$ cat src/rtl/pecPkg.sv
package pecPkg;
  // Strobes from the read-decode control to the counting datapath
  typedef struct packed {
    logic rdEn;        // load rdData this edge
    logic fromLive;    // source byte from the live counter, else from holding
    logic clearLive;   // restart live counter from the current increment
    logic captureHold; // snapshot live counter into holding register
  } pecCtrl_t;
endpackage

$ cat src/rtl/pecIncGen.sv
module pecIncGen #(
  parameter int MASK_W = 8,
  parameter int INC_W  = $clog2(MASK_W + 1)
) (
  input  logic [MASK_W-1:0] errMask,
  input  logic              errValid,
  input  logic              perBitMode,
  output logic [INC_W-1:0]  inc
);
  logic [INC_W-1:0] bitCount;
  logic             anyErr;

  always_comb begin
    bitCount = '0;
    for (int i = 0; i < MASK_W; i++) begin
      bitCount = bitCount + INC_W'(errMask[i]);
    end
  end

  assign anyErr = |errMask;

  always_comb begin
    if (!errValid)       inc = '0;
    else if (perBitMode) inc = bitCount;
    else                 inc = INC_W'(anyErr);
  end
endmodule

$ cat src/rtl/pecCtrl.sv
module pecCtrl
  import pecPkg::*;
#(
  parameter int SEL_W   = 2,
  parameter int MSB_SEL = 3
) (
  input  logic             rdStrobe,
  input  logic [SEL_W-1:0] rdSel,
  output pecCtrl_t         ctrl
);
  logic topRead;

  assign topRead = rdStrobe && (rdSel == SEL_W'(MSB_SEL));

  always_comb begin
    ctrl.rdEn        = rdStrobe;
    ctrl.fromLive    = topRead;
    ctrl.clearLive   = topRead;
    ctrl.captureHold = topRead;
  end
endmodule

$ cat src/rtl/pecDatapath.sv
module pecDatapath
  import pecPkg::*;
#(
  parameter int CNT_W = 32,
  parameter int REG_W = 8,
  parameter int INC_W = 4,
  parameter int SEL_W = 2
) (
  input  logic             clk,
  input  logic             rstN,
  input  pecCtrl_t         ctrl,
  input  logic [INC_W-1:0] inc,
  input  logic [SEL_W-1:0] rdSel,
  output logic [REG_W-1:0] rdData,
  output logic [CNT_W-1:0] liveCnt,
  output logic [CNT_W-1:0] holdCnt
);
  logic [CNT_W:0]   sumWide;
  logic [CNT_W-1:0] satSum;
  logic [CNT_W-1:0] liveNext;
  logic [CNT_W-1:0] rdSrc;
  logic [REG_W-1:0] selByte;

  assign sumWide  = {1'b0, liveCnt} + (CNT_W + 1)'(inc);
  assign satSum   = sumWide[CNT_W] ? {CNT_W{1'b1}} : sumWide[CNT_W-1:0];
  assign liveNext = ctrl.clearLive ? CNT_W'(inc) : satSum;

  assign rdSrc   = ctrl.fromLive ? liveCnt : holdCnt;
  assign selByte = rdSrc[rdSel*REG_W +: REG_W];

  always_ff @(posedge clk or negedge rstN) begin
    if (!rstN) begin
      liveCnt <= '0;
      holdCnt <= '0;
      rdData  <= '0;
    end else begin
      liveCnt <= liveNext;
      if (ctrl.captureHold) holdCnt <= liveCnt;
      if (ctrl.rdEn)        rdData  <= selByte;
    end
  end
endmodule

$ cat src/rtl/pathParityErrCounter.sv
module pathParityErrCounter
  import pecPkg::*;
#(
  parameter int CNT_W  = 32,
  parameter int REG_W  = 8,
  parameter int MASK_W = 8,
  localparam int NUM_REGS = CNT_W / REG_W,
  localparam int SEL_W    = (NUM_REGS > 1) ? $clog2(NUM_REGS) : 1
) (
  input  logic              clk,
  input  logic              rstN,
  input  logic [MASK_W-1:0] errMask,
  input  logic              errValid,
  input  logic              perBitMode,
  input  logic              rdStrobe,
  input  logic [SEL_W-1:0]  rdSel,
  output logic [REG_W-1:0]  rdData
);
  localparam int INC_W   = $clog2(MASK_W + 1);
  localparam int MSB_SEL = NUM_REGS - 1;

  pecCtrl_t         ctrl;
  logic [INC_W-1:0] inc;
  logic [CNT_W-1:0] liveCnt;
  logic [CNT_W-1:0] holdCnt;

  pecIncGen #(.MASK_W(MASK_W), .INC_W(INC_W)) incGen_i (
    .errMask(errMask), .errValid(errValid), .perBitMode(perBitMode), .inc(inc)
  );

  pecCtrl #(.SEL_W(SEL_W), .MSB_SEL(MSB_SEL)) ctrl_i (
    .rdStrobe(rdStrobe), .rdSel(rdSel), .ctrl(ctrl)
  );

  pecDatapath #(.CNT_W(CNT_W), .REG_W(REG_W), .INC_W(INC_W), .SEL_W(SEL_W)) dp_i (
    .clk(clk), .rstN(rstN), .ctrl(ctrl), .inc(inc), .rdSel(rdSel),
    .rdData(rdData), .liveCnt(liveCnt), .holdCnt(holdCnt)
  );
endmodule

$ cat config.mk
export PLATFORM = sky130hd
export DESIGN_NAME = pathParityErrCounter
export DESIGN_NICKNAME = d
export VERILOG_FILES = /design/src/rtl/pecPkg.sv /design/src/rtl/pecIncGen.sv /design/src/rtl/pecCtrl.sv /design/src/rtl/pecDatapath.sv /design/src/rtl/pathParityErrCounter.sv
export SDC_FILE = /design/constraint.sdc
export NUM_CORES = 1
export LEC_CHECK = 0
export BUFFER_PORTS_ARGS = -buffer_cell sky130_fd_sc_hd__buf_4
export CAP_MARGIN = 5
export CORE_AREA = 2 2 63 110
export CTS_CLUSTER_SIZE = 28
export DETAILED_ROUTE_END_ITERATION = 6
export DIE_AREA = 0 0 65 112
export PLACE_DENSITY_LB_ADDON = 0.1
export SLEW_MARGIN = 5
export SYNTH_ARGS = -nofsm -noshare
export SYNTH_HDL_FRONTEND = slang
export SYNTH_SLANG_ARGS = --single-unit
$ cat constraint.sdc
create_clock -name clk -period 4.9 [get_ports clk]
set_clock_uncertainty 0.15 [all_clocks]
set_input_delay 0.735 -clock clk [delete_from_list [all_inputs] [get_ports clk]]
set_output_delay 0.735 -clock clk [all_outputs]
set_load 0.01 [all_outputs]
==> flow_summary.yaml, run 1 <==
timing:
  fmax_ghz: 0.218
  min_period_ns: 4.59
  period_share_pct: 93.7
  slew_headroom_pct: 45.1
  finalSetupTns_ns: 0
  setup_violations: 0
  slew_violations: 0
  rsz0062_at_grt: "no"
  fin_hold_ws_ns: 0.316
  hold_viol: 0
  max_slew.worst_pin.slew_ns: 0.823
  fin_ws_ns: 0.310
detailed_routing:
  vias: 2524
  wl_per_cell_um: 16.6
  routed_wirelength_um: 7490
  drc_errors: 0
  first_pass_iters: 6
  via_per_inst: 5.61
  ant_nets: 0
  drt-initial-drc-count: 206
job:
  cap_violations: 0
global_routing:
  use_met3_pct: 4.04
  grt_max_degree: 65
  grt_pass1_vias: 2643
  overflow: 0
  grt-busiest-layer: "met2"
  grt_usage_pct: 23.8
  grt_util_met1_pct: 27.9
  grt_pass1_wl_um: 13000
  antenna_found_initial: 0
  grtUsageMet2_pct: 40.8
synth:
  ys_seq_elements: 64
  yosys_warnings: 0
  netlist_area_um2: 3460
  synthCells: 338
  synth_flop_cell: "dfrtp_1"
  syn_nets: 366
  ys_seq_area_share_pct: 46.3
  avgSynthCellArea_um2: 10.2
  synth_cell_types: 45
  async_flop_share_pct: 100
  synth_edf_count: 0
cts:
  cts_tree: "built"
  clk_latency_ns: 0.33
  ctsHoldBuffers: 0
  clkSinkCount: 64
  cts_buffer_depth: 2
  postCtsSetupRepairBufs: 0
  ctsResizeCount: 0
  h-tree-depth: 3
  clockRootBuffer: "clkbuf_16"
  cts_buffers: 9
  clk_pin_slew_worst_paths_ns: 0.05
setup_path:
  path_cells: "buf_4 > inv_1 > ha_1 > inv_1 > fa_1 > fa_1 > fa_1 > a221oi_1 > buf_4 > ha_1 > fa_1 > a211o_1 > o211ai_1 > or4_1 > xor2_1 > a21oi_2"
  crit_top_cell: "fa_1"
  critPathSlowestCell: "fa_1"
  cp.arrival_ns: 4.63
  start_kind: "input pin"
  cpPeakStageDelay_ns: 0.51
  reg2reg_depth: 8
  worstPathMaxFanout: 3
  critPathRequiredTime_ns: 4.94
  endpoint_kind: "flop"
  worstSetupPathType: "input pin to flop"
power:
  leakagePower_nw: 2.00
  p_seq_share_pct: 41.2
  power_mw: 1.51
  combPwrFrac_pct: 16.9
  p_per_area_nw_per_um2: 374
  p_clk_share_pct: 41.9
  p_int_mw: 1.12
  ir_drop_v: 0.000194
  p_sw_uw: 392
  swShare_pct: 25.9
placed_design:
  pre_cts_ws_ns: -0.0942
  dp.cells: 434
  io_buffers: 22
  gp_congestion: 0.796
  dp.final_hpwl_um: 5420
  placed_area_um2: 3730
floorplan:
  die_area_um2: 7280
  ios: 23
  core-area_um2: 6390
  num_rows: 39
  start_util_pct: 54.1
  dieHeight_um: 112
  die_w_um: 65
cells_and_area:
  drive_gt1_share_pct: 23.6
  num_antenna_cells: 0
  layoutNonFillerInstCount: 450
  final_core_util_pct: 63.2
  fin_area_um2: 4040
  area_growth_syn_to_layout_pct: 16.8
  nNetsFinal: 391
min_path:
  hold_path_depth: 2
  worstHoldPathType: "flop to flop"
status:
  status: "completed"
[power by group through the flow]
stage | Clock, mW | Sequential (mW) | Combinational (mW)
3_3_place_gp | 0 | 0.629 | 0.251
6_report | 0.633 | 0.622 | 0.256
5_1_grt | 0.663 | 0.628 | 0.298
3_5_place_dp | 0 | 0.630 | 0.256
2_1_floorplan | 0 | 0.620 | 0.179
4_1_cts | 0.644 | 0.622 | 0.258
[layout make-up]
cell class                 instances  area (um2)
multi-input combinational        237        1690
sequential                        64        1600
clock inverter                     3        40.0
tap                               82         103
fill                             548        2350
clock buffer                      13         260
timing repair buffer              33         273
inverter                          18        67.6
[synthesized netlist by cell type, drive strengths merged, types with 5 or more instances]
master  count  area (um2)
a21oi      29         220
and3        7        43.8
and4        5        43.8
buf         8        60.1
clkbuf     11        41.3
dfrtp      64        1600
fa          5         100
ha          8         100
inv        18        67.6
mux2        8        90.1
mux4        8         180
nand2      76         293
nand3      12        60.1
nor2       15        58.8
xnor2       6        52.6
xor2       18         158
[final timing paths]
kind / from / to / slack (ns)
max in group asynchronous: rstN / dp_i.liveCnt[18]$_DFF_PN0_ / 3.70
worst max-delay path: errMask[0] / dp_i.liveCnt[12]$_DFF_PN0_ / 0.31
worst max register to register: dp_i.liveCnt[0]$_DFF_PN0_ / dp_i.liveCnt[28]$_DFF_PN0_ / 2.47
min in group asynchronous: rstN / dp_i.rdData[0]$_DFFE_PN0P_ / 0.34
worst min-delay path: dp_i.holdCnt[23]$_DFF_PN0_ / dp_i.holdCnt[23]$_DFF_PN0_ / 0.32
worst min register to register: dp_i.holdCnt[23]$_DFF_PN0_ / dp_i.holdCnt[23]$_DFF_PN0_ / 0.32
[flip-flops by register name (all words and copies together) (netlist names)]
| register | count |
|---|---|
| dp_i.rdData | 8 |
| dp_i.holdCnt | 24 |
| dp_i.liveCnt | 32 |
[metal layers]
metal  up-vias  share of wire [%]
li1       1199                  -
met1      1253                 40
met2        55                 53
met3        17                2.7
met4         0                3.6
met5         -                  0
[critical path: cells and delay by family]
kind	cells	cell delay, ns
XOR/XNOR	1	0.18
adder cells (fa/ha/maj)	6	2.07
buffers and inverters	4	0.37
AO/OA/AOI/OAI	4	0.77
AND/OR/NAND/NOR	1	0.51
[placed cells by master (no fill, tap or decap), types with 3 or more instances in the layout]
master      n
a31oi_1     4
ha_1        8
a21oi_2    20
and3_1      6
mux4_2      8
inv_1      18
fa_1        5
xnor2_1     6
clkbuf_16   9
mux2_2      8
nor2_1     14
and2_1      4
a211oi_1    4
xor2_1     18
and4_1      5
dfrtp_1    64
nand4_1     4
a21oi_1     9
o21ai_0     3
nand2_1    75
buf_4      31
nand3_1    12
[logic make-up (layout without fill, tap and decap cells)]
family / after synthesis / in the layout / share of synthesized area [%]
buffers and inverters: 37 / 67 / 4.89
XOR/XNOR: 24 / 24 / 6.08
multiplexers: 16 / 16 / 7.82
AND/OR/NAND/NOR: 133 / 133 / 18.1
flip-flops: 64 / 64 / 46.3
adder cells (fa/ha/maj): 13 / 13 / 5.79
AO/OA/AOI/OAI: 51 / 51 / 11.0
Power figures use the tool's default switching activity.
==> inputs of run 2 (changes only) <==
--- a/config.mk
+++ b/config.mk
@@ -8,7 +8,6 @@
 export BUFFER_PORTS_ARGS = -buffer_cell sky130_fd_sc_hd__buf_4
 export CAP_MARGIN = 5
 export CORE_AREA = 2 2 63 110
-export CTS_CLUSTER_SIZE = 28
 export DETAILED_ROUTE_END_ITERATION = 6
 export DIE_AREA = 0 0 65 112
 export PLACE_DENSITY_LB_ADDON = 0.1
==> constraint.sdc (replaced) <==
create_clock -name clk -period 4.65 [get_ports clk]
set_clock_uncertainty 0.15 [all_clocks]
set_input_delay 0.6975 -clock clk [delete_from_list [all_inputs] [get_ports clk]]
set_output_delay 0.6975 -clock clk [all_outputs]
set_load 0.01 [all_outputs]
==> flow_summary.yaml, run 2 (synthesis results as in run 1) <==
min_path:
  worstHoldPathType: "input pin to async pin"
timing:
  fmax_ghz: 0.224
  slew_violations: 0
  finalSetupTns_ns: 0
  rsz0062_at_grt: "no"
  min_period_ns: 4.46
  setup_violations: 0
  fin_hold_ws_ns: 0.299
  hold_viol: 0
  fin_ws_ns: 0.195
  max_slew.worst_pin.slew_ns: 1.15
  period_share_pct: 95.8
  slew_headroom_pct: 23.1
placed_design:
  gp_congestion: 0.831
  dp.cells: 436
  io_buffers: 22
  pre_cts_ws_ns: -0.255
  dp.final_hpwl_um: 5460
  placed_area_um2: 3740
floorplan:
  num_rows: 39
  dieHeight_um: 112
  ios: 23
  die_area_um2: 7280
  die_w_um: 65
  start_util_pct: 54.1
  core-area_um2: 6390
setup_path:
  crit_family: "adder cells"
  worstSetupPathType: "input pin to flop"
  path_depth: 16
  endpoint_kind: "flop"
  cp.arrival_ns: 4.48
  critPathSlowestCell: "fa_1"
  crit_top_cell: "fa_1"
  critPathRequiredTime_ns: 4.67
  worstPathMaxFanout: 15
  start_kind: "input pin"
  cpPeakStageDelay_ns: 0.51
  reg2reg_depth: 8
  path_cells: "buf_4 > inv_1 > ha_1 > inv_1 > fa_1 > fa_1 > fa_1 > fa_1 > nor2_2 > fa_2 > a211o_1 > o211a_1 > and3_2 > nand2_4 > buf_12 > a21oi_2"
  critical_path_buf_inv_count: 4
cts:
  postCtsSetupRepairBufs: 0
  ctsHoldBuffers: 0
  clkSinkCount: 64
  clockRootBuffer: "clkbuf_16"
  cts_buffers: 9
  clk_latency_ns: 0.33
  ctsResizeCount: 0
  cts_buffer_depth: 2
  cts_tree: "built"
  h-tree-depth: 3
  clk_pin_slew_worst_paths_ns: 0.05
cells_and_area:
  regMostFlops: "dp_i.liveCnt"
  fin_area_um2: 4050
  num_antenna_cells: 0
  fill_cells: 529
  nNetsFinal: 393
  largest_register_ffs: 32
  reg_top3: "dp_i.liveCnt x32, dp_i.holdCnt x24, dp_i.rdData x8"
  layoutNonFillerInstCount: 451
  area_growth_syn_to_layout_pct: 17.1
  drive_gt1_share_pct: 25.5
  final_core_util_pct: 63.3
  most-common-layout-cells: "75 x nand2_1, 64 x dfrtp_1, 34 x buf_4"
  final_common_cell: "nand2_1"
global_routing:
  overflow: 0
  grt_pass1_wl_um: 13000
  grt_usage_pct: 24.1
  grt_max_degree: 65
  grt_pass1_vias: 2598
  antenna_found_initial: 0
detailed_routing:
  vias: 2538
  via_per_inst: 5.63
  wl_per_cell_um: 16.8
  routed_wirelength_um: 7590
  drt-initial-drc-count: 198
  drc_errors: 0
  ant_nets: 0
  first_pass_iters: 4
power:
  leakagePower_nw: 2.00
  p_per_area_nw_per_um2: 395
  power_mw: 1.60
  ir_drop_v: 0.000201
job:
  cap_violations: 0
status:
  status: "completed"
==> run 2: worst paths after layout <==
kind                                       startpoint  slack, ns                          to
hold / removal                                   rstN       0.30   dp_i.holdCnt[0]$_DFF_PN0_
min in group clk           dp_i.holdCnt[17]$_DFF_PN0_       0.32  dp_i.holdCnt[17]$_DFF_PN0_
setup / recovery                           errMask[0]       0.19   dp_i.liveCnt[9]$_DFF_PN0_
setup reg to reg            dp_i.liveCnt[0]$_DFF_PN0_       2.28   dp_i.liveCnt[9]$_DFF_PN0_
max in group asynchronous                        rstN       3.52  dp_i.rdData[2]$_DFFE_PN0P_
hold reg to reg            dp_i.holdCnt[17]$_DFF_PN0_       0.32  dp_i.holdCnt[17]$_DFF_PN0_
==> run 2: layer usage <==
layer	global-route usage, %	routed length, um	vias up
met4	11.6	196	0
met2	40.8	4080	54
li1	-	-	1207
met5	0	0	-
met3	4.24	241	16
met1	29.0	3070	1261
==> run 2: worst reg2reg max path, stage by stage (launching register included) <==
cell	delay, ns
dfrtp_1	0.40
ha_1	0.25
fa_2	0.36
a211o_1	0.31
o211a_1	0.14
and3_2	0.25
nand2_4	0.11
buf_12	0.16
a21oi_2	0.07
==> run 2: final cells by class <==
cell class	count	area, um2	share of cell area (%)
multi-input cells	237	1710	42.3
flip-flops and latches	64	1600	39.6
repair buffers	35	275	6.80
clock buffers	11	243	6.00
well taps	82	103	2.53
inverters	18	67.6	1.67
clock inverters	4	45.0	1.11
==> run 2: power breakdown <==
group          internal, mW  switching (mW)  total (mW)
logic                 0.139           0.151       0.290
clock network         0.423           0.231       0.653
registers             0.612          0.0443       0.657
total                  1.17           0.426        1.60
